## src/rtl/adc_seq_ctrl.sv

```systemverilog
module adc_seq_ctrl #(
  parameter int          ADDR_W    = 8,
  parameter int          RES_W     = 10,
  parameter logic [7:0]  CTRL_OFS  = 8'h14,
  parameter logic [7:0]  STAT_OFS  = 8'h1C,
  parameter logic [7:0]  DATA_OFS  = 8'h20
) (
  input  logic              clk,
  input  logic              rst_n,
  input  logic [ADDR_W-1:0] reg_addr,
  input  logic              reg_wr,
  input  logic [31:0]       reg_wdata,
  output logic [31:0]       reg_rdata,
  output logic              cnv_clk,
  output logic              cnv_pwr,
  output logic              cnv_rst,
  output logic [3:0]        cnv_chan,
  output logic              cnv_start,
  input  logic              cnv_done,
  input  logic [RES_W-1:0]  cnv_data,
  output logic              irq
);
  localparam int          NCH       = 16;
  localparam logic [31:0] CTRL_MASK = 32'h0000_BFE0;

  logic [31:0]      ctrl_q;
  logic [NCH-1:0]   ready_q, ien_q;
  logic [RES_W-1:0] result_q;
  logic [3:0]       div_cnt, div_n, cnt_nxt, cur_ch;
  logic             clk_q, busy_q, armed_q, start_q;

  wire [3:0] sel_ch  = ctrl_q[8:5];
  wire       pwr     = ctrl_q[9];
  wire [1:0] div_sel = ctrl_q[11:10];
  wire       go      = ctrl_q[12];
  wire       crst    = ctrl_q[13];
  wire       cont    = ctrl_q[15];
  wire       active  = pwr & ~crst;

  wire ctrl_wr = reg_wr && (reg_addr == ADDR_W'(CTRL_OFS));
  wire stat_wr = reg_wr && (reg_addr == ADDR_W'(STAT_OFS));
  wire capture = busy_q & cnv_done;
  wire launch  = active & go & (busy_q ? (cnv_done & cont) : armed_q);

  always_comb begin
    case (div_sel)
      2'd0:    div_n = 4'd2;
      2'd1:    div_n = 4'd3;
      2'd2:    div_n = 4'd4;
      default: div_n = 4'd8;
    endcase
    cnt_nxt = (div_cnt >= div_n - 4'd1) ? 4'd0 : div_cnt + 4'd1;
  end

  always_ff @(posedge clk) begin
    if (!rst_n || !active) begin
      div_cnt <= '0;
      clk_q   <= 1'b0;
    end else begin
      div_cnt <= cnt_nxt;
      clk_q   <= cnt_nxt < (div_n >> 1);
    end
  end

  always_ff @(posedge clk) begin
    if (!rst_n) begin
      ctrl_q  <= '0;
      busy_q  <= 1'b0;
      armed_q <= 1'b1;
      start_q <= 1'b0;
      cur_ch  <= '0;
    end else begin
      if (ctrl_wr) ctrl_q <= reg_wdata & CTRL_MASK;
      start_q <= launch;
      if (launch) cur_ch <= sel_ch;
      if (!go) armed_q <= 1'b1;
      else if (launch || !active) armed_q <= 1'b0;
      if (!active) busy_q <= 1'b0;
      else if (launch) busy_q <= 1'b1;
      else if (cnv_done) busy_q <= 1'b0;
    end
  end

  always_ff @(posedge clk) begin
    if (!rst_n) begin
      ready_q  <= '0;
      ien_q    <= '0;
      result_q <= '0;
    end else begin
      if (stat_wr) ien_q <= reg_wdata[31:16];
      if (capture) result_q <= cnv_data;
      for (int i = 0; i < NCH; i++) begin
        if (capture && cur_ch == 4'(i)) ready_q[i] <= 1'b1;
        else if (stat_wr)               ready_q[i] <= reg_wdata[i];
      end
    end
  end

  always_comb begin
    reg_rdata = '0;
    if (reg_addr == ADDR_W'(CTRL_OFS))      reg_rdata = ctrl_q;
    else if (reg_addr == ADDR_W'(STAT_OFS)) reg_rdata = {ien_q, ready_q};
    else if (reg_addr == ADDR_W'(DATA_OFS)) reg_rdata = 32'(result_q);
  end

  assign cnv_clk   = clk_q;
  assign cnv_pwr   = pwr;
  assign cnv_rst   = crst;
  assign cnv_chan  = cur_ch;
  assign cnv_start = start_q;
  assign irq       = |(ready_q & ien_q);

  p_start_needs_power_r6: assert property (@(posedge clk) disable iff (!rst_n)
    cnv_start |-> $past(pwr) && !$past(crst));
  p_start_marks_busy_r4: assert property (@(posedge clk) disable iff (!rst_n)
    cnv_start |-> busy_q);
  p_flag_on_done_r10: assert property (@(posedge clk) disable iff (!rst_n)
    capture |=> ready_q[$past(cur_ch)]);
  p_result_hold_r7: assert property (@(posedge clk) disable iff (!rst_n)
    !capture |=> $stable(result_q));
  p_clk_idle_r3: assert property (@(posedge clk) disable iff (!rst_n)
    !$past(active) |-> !cnv_clk);
  p_no_retrigger_r5: assert property (@(posedge clk) disable iff (!rst_n)
    (busy_q && !capture) |=> !cnv_start);
endmodule

```

## config.mk

```make
export PLATFORM = sky130hd
export DESIGN_NAME = adc_seq_ctrl
export DESIGN_NICKNAME = d
export VERILOG_FILES = /design/src/rtl/adc_seq_ctrl.sv
export SDC_FILE = /design/constraint.sdc
export NUM_CORES = 1
export LEC_CHECK = 0
export ABC_AREA = 0
export ABC_CLOCK_PERIOD_IN_PS = 6780
export BUFFER_PORTS_ARGS = -buffer_cell sky130_fd_sc_hd__buf_2
export CAP_MARGIN = 20
export CORE_MARGIN = 2
export CORE_UTILIZATION = 45
export CTS_BUF_LIST = sky130_fd_sc_hd__clkbuf_8
export DETAILED_ROUTE_END_ITERATION = 7
export PLACE_DENSITY = 0.74
export SYNTH_ARGS = -nofsm -noshare
export SYNTH_HDL_FRONTEND = slang
export SYNTH_SLANG_ARGS = --single-unit
export TNS_END_PERCENT = 100
```

## constraint.sdc

```tcl
create_clock -name clk -period 6.78 [get_ports clk]
set_clock_uncertainty 0.15 [all_clocks]
set_input_delay 0.678 -clock clk [delete_from_list [all_inputs] [get_ports clk]]
set_output_delay 0.678 -clock clk [all_outputs]
set_load 0.01 [all_outputs]
```

==> metrics.log <==
[metrics] crit-path max cell delay: 0.78 ns
[metrics] post-detailed-route wirelength per cell: 15.3 um
[metrics] total negative setup slack: 0 ns
[metrics] TritonCTS clock tree: yes
[metrics] number of hold violations in the final report: 0
[metrics] post-route core utilization: 58.2%
[metrics] total global routing overflow: 0
[metrics] critical path cell sequence: buf_2 > nor4_1 > and4b_1 > a221oi_1 > nor2_1 > buf_2
[metrics] vertical die dimension: 85.9 um
[metrics] first-pass GRT wire length: 13,600 um
[metrics] fraction of power consumed by combinational cells: 4.2%
[metrics] Placeable Area: 6420 um2
[metrics] routed via count: 3,036
[metrics] startpoint type of the worst setup path: primary input
[metrics] number of antenna violations at the first check in global routing: 0
[metrics] total design power: 0.000737 W
[metrics] deepest level of the CTS H-tree: 3
[metrics] number of clock sinks: 64
[metrics] post-CTS setup buffers: 0
[metrics] syn nets: 443
[metrics] clock-pin slew of the registers on the worst-case setup and hold paths: 0.07 ns
[metrics] kind of cell adding the most delay to the critical path: simple AND/OR/NAND/NOR gates
[metrics] setup repair after global routing missed its margin: false
[metrics] fraction of the cycle the final worst path needs: 48.6%
[metrics] critical path peak fanout: 20
[metrics] P_int: 0.000576 W
[metrics] Worst path slowest cell: sky130_fd_sc_hd__and4b_1
[metrics] cts hold-fix bufs: 0
[metrics] maximum number of pins on one net before global-route repair: 56
[metrics] proportion of power drawn by flip-flops and latches: 51.1%
[metrics] capturing element type of the critical path: primary output
[metrics] status: finished clean
[metrics] Synth Cell Area: 3020 um2
[metrics] count of cell types in the netlist: 43
[metrics] maximum frequency from static timing analysis: 303 MHz
[metrics] area added between synthesis and finish: 23.6%
[metrics] fraction of layout instances using a drive strength above 1: 24.2%
[metrics] Worst Setup Path Type: primary input to primary output
[metrics] DIE AREA: 7390 um2
[metrics] part of the power in the clock network: 44.7%
[metrics] top cells by area, synth: sky130_fd_sc_hd__dfxtp_1 (42%), sky130_fd_sc_hd__nand2_1 (13%), sky130_fd_sc_hd__a21oi_1 (7.3%), sky130_fd_sc_hd__a22o_1 (4.1%), sky130_fd_sc_hd__and2_1 (3.9%)
[metrics] switching power total: 0.000161 W
[metrics] CTS buffer count: 9
[metrics] sequential fraction of the synthesis area: 42.4%
[metrics] post-route antenna net violation count: 0
[metrics] Starting Density: 47.0%
[metrics] data arrival time of the critical path: 2.47 ns
[metrics] overall routing resource usage: 23.4%
[metrics] buffers plus inverters on the worst setup path: 2
[metrics] count of nets after finishing: 532
[metrics] Pwr per Cell Area: 197 nW/um2
[metrics] leading area contributor after synthesis: sky130_fd_sc_hd__dfxtp_1
[metrics] clock root buffer: sky130_fd_sc_hd__clkbuf_8
[metrics] post-CTS sizing: 0
[metrics] insertion delay of the later-clocked pin in the worst-skew pair: 0.35 ns
[metrics] worst voltage drop across the vdd grid: 135 uV
[metrics] total wire length: 8440 um
[metrics] total of endpoints with negative setup slack in the final report: 0
[metrics] mean number of vias per cell: 5.49
[metrics] synthesized netlist cell count: 382
[metrics] vias in the first global route: 2,853
[metrics] average cell area after synthesis: 7.91 um2
[metrics] cell seen most often among critical-path stages: sky130_fd_sc_hd__buf_2
[metrics] top cell type's share of synthesized area: 42.4%
[metrics] clock period minus worst slack: 3.30 ns
[metrics] total inserted antenna cells: 0
[metrics] maximum count of clock buffers along a single path: 2
[metrics] number of placed I/O pins: 95
[metrics] sum of net half-perimeters after detailed placement: 6180 um
[metrics] Die W: 85.9 um
[metrics] Switching Fraction: 21.9%
[metrics] violation count after the first detailed-route iteration: 175
[metrics] headroom to the max-slew limit: 37.7%
[metrics] Tightest Pin Transition: 0.933 ns
[metrics] leakage power of the design: 1.54 nW
[metrics] required time of the critical path: 5.95 ns
[metrics] global placer's final weighted congestion: 0.901
[metrics] DR pass1 iterations: 5
[metrics] cell row count: 29
[metrics] post-detailed-route DRC marker count: 0
[metrics] count of port buffers added during placement: 94
[metrics] Ys Warns: 0
[metrics] max-capacitance violation count: 0
[metrics] worst hold path type: flop to flop
[metrics] number of synthesized register bits: 64
[metrics] max-slew violation count: 0
[per-stage QoR]
stage / instances / instance area [um2] / worst slack [ns] / hold WS (ns)
floorplan: 382 / 3020 / 3.96 / 0.244
global placement: 536 / 3510 / 3.60 / 0.261
detailed placement: 536 / 3510 / 3.51 / 0.268
CTS: 552 / 3710 / 3.50 / 0.285
global route: 553 / 3740 / 3.30 / 0.319
finish: 553 / 3740 / 3.48 / 0.286
[routing by layer]
layer | GRT usage, % | up-vias | routed length (um)
met5 | 0 | - | 0
met4 | 14.1 | 0 | 320
met2 | 36.7 | 112 | 3840
met3 | 5.58 | 27 | 568
met1 | 29.0 | 1388 | 3710
li1 | - | 1509 | -
[logic make-up (layout without fill, tap and decap cells)]
family | Yosys count | count (layout) | synth area share, %
muxes | 4 | 4 | 1.33
AOI/OAI and AO/OA | 92 | 92 | 19.6
xor gates and xnor gates | 3 | 3 | 0.870
other | 1 | 1 | 0.124
buffers and inverters | 24 | 118 | 3.73
and+or+nand+nor | 187 | 187 | 29.0
adders and majority gates | 7 | 7 | 2.90
DFF | 64 | 64 | 42.4
[final timing paths]
kind                                  start           end  slack (ns)  cells after the start
worst min-delay path             ctrl_q[12]       armed_q        0.29                      1
worst min register to register   ctrl_q[12]       armed_q        0.29                      1
worst max register to register   ctrl_q[11]       cnv_clk        4.28                     10
worst max-delay path            reg_addr[1]  reg_rdata[8]        3.48                      6
[sequential cells by signal (all words and copies together) (netlist names)]
signal     count
busy_q         1
cnv_chan       4
ready_q       16
div_cnt        4
cnv_start      1
ien_q         16
result_q      10
cnv_clk        1
armed_q        1
ctrl_q        10
[worst reg2reg max path, stage by stage (launching register included)]
cell,delay (ns)
sky130_fd_sc_hd__dfxtp_1,0.49
sky130_fd_sc_hd__nand2b_1,0.16
sky130_fd_sc_hd__ha_1,0.22
sky130_fd_sc_hd__nand2b_1,0.14
sky130_fd_sc_hd__a21oi_1,0.18
sky130_fd_sc_hd__o21ai_0,0.15
sky130_fd_sc_hd__nor2_1,0.14
sky130_fd_sc_hd__ha_1,0.26
sky130_fd_sc_hd__a21o_1,0.19
sky130_fd_sc_hd__a211oi_1,0.23
sky130_fd_sc_hd__o21a_1,0.15
[synth_stat cells, drive strengths merged]
library cell	n
o2111ai	1
a22o	14
nor4	2
xor2	1
or4	1
a221oi	9
nand3b	1
nor2	24
nand2b	5
a211oi	1
nand3	17
o21a	1
nand2	102
nand4	3
buf	6
nor2b	4
a32oi	1
mux2i	4
inv	5
a21boi	2
nor3b	2
dfxtp	64
a21o	1
a31oi	11
a22oi	5
ha	7
a21oi	44
conb	1
xnor2	2
and3b	1
and3	1
nor3	2
and4b	1
o21ai	2
nand4b	2
and2	19
clkbuf	13
[placed cells by master (no fill, tap or decap), types with 3 or more instances in the layout]
cell type	instances
sky130_fd_sc_hd__nand4_1	3
sky130_fd_sc_hd__a21oi_1	44
sky130_fd_sc_hd__nor2b_1	4
sky130_fd_sc_hd__a221oi_1	9
sky130_fd_sc_hd__ha_1	7
sky130_fd_sc_hd__inv_1	6
sky130_fd_sc_hd__nand3_1	17
sky130_fd_sc_hd__nand2b_1	5
sky130_fd_sc_hd__a22oi_1	5
sky130_fd_sc_hd__a31oi_1	11
sky130_fd_sc_hd__a22o_1	14
sky130_fd_sc_hd__mux2i_1	4
sky130_fd_sc_hd__nor2_1	24
sky130_fd_sc_hd__nand2_1	102
sky130_fd_sc_hd__and2_1	19
sky130_fd_sc_hd__dfxtp_1	64
sky130_fd_sc_hd__buf_2	94
sky130_fd_sc_hd__clkbuf_8	11
[final cells by class]
cell class              instances  area [um2]
clock inverters                 5        47.5
inverters                       5        18.8
clock buffers                  11         151
fillers                       614        2690
flip-flops and latches         64        1280
well taps                      77        96.3
repair buffers                 97         513
multi-input cells             294        1630
[power by group through the flow]
stage / sequential, W / combinational (W) / clock [W]
2_1_floorplan: 0.000385 / 0.00000995 / 0
3_3_place_gp: 0.000385 / 0.0000301 / 0
3_5_place_dp: 0.000385 / 0.0000308 / 0
4_1_cts: 0.000376 / 0.0000309 / 0.000332
5_1_grt: 0.000376 / 0.0000341 / 0.000351
6_report: 0.000376 / 0.0000311 / 0.000329
Power figures use the tool's default switching activity.
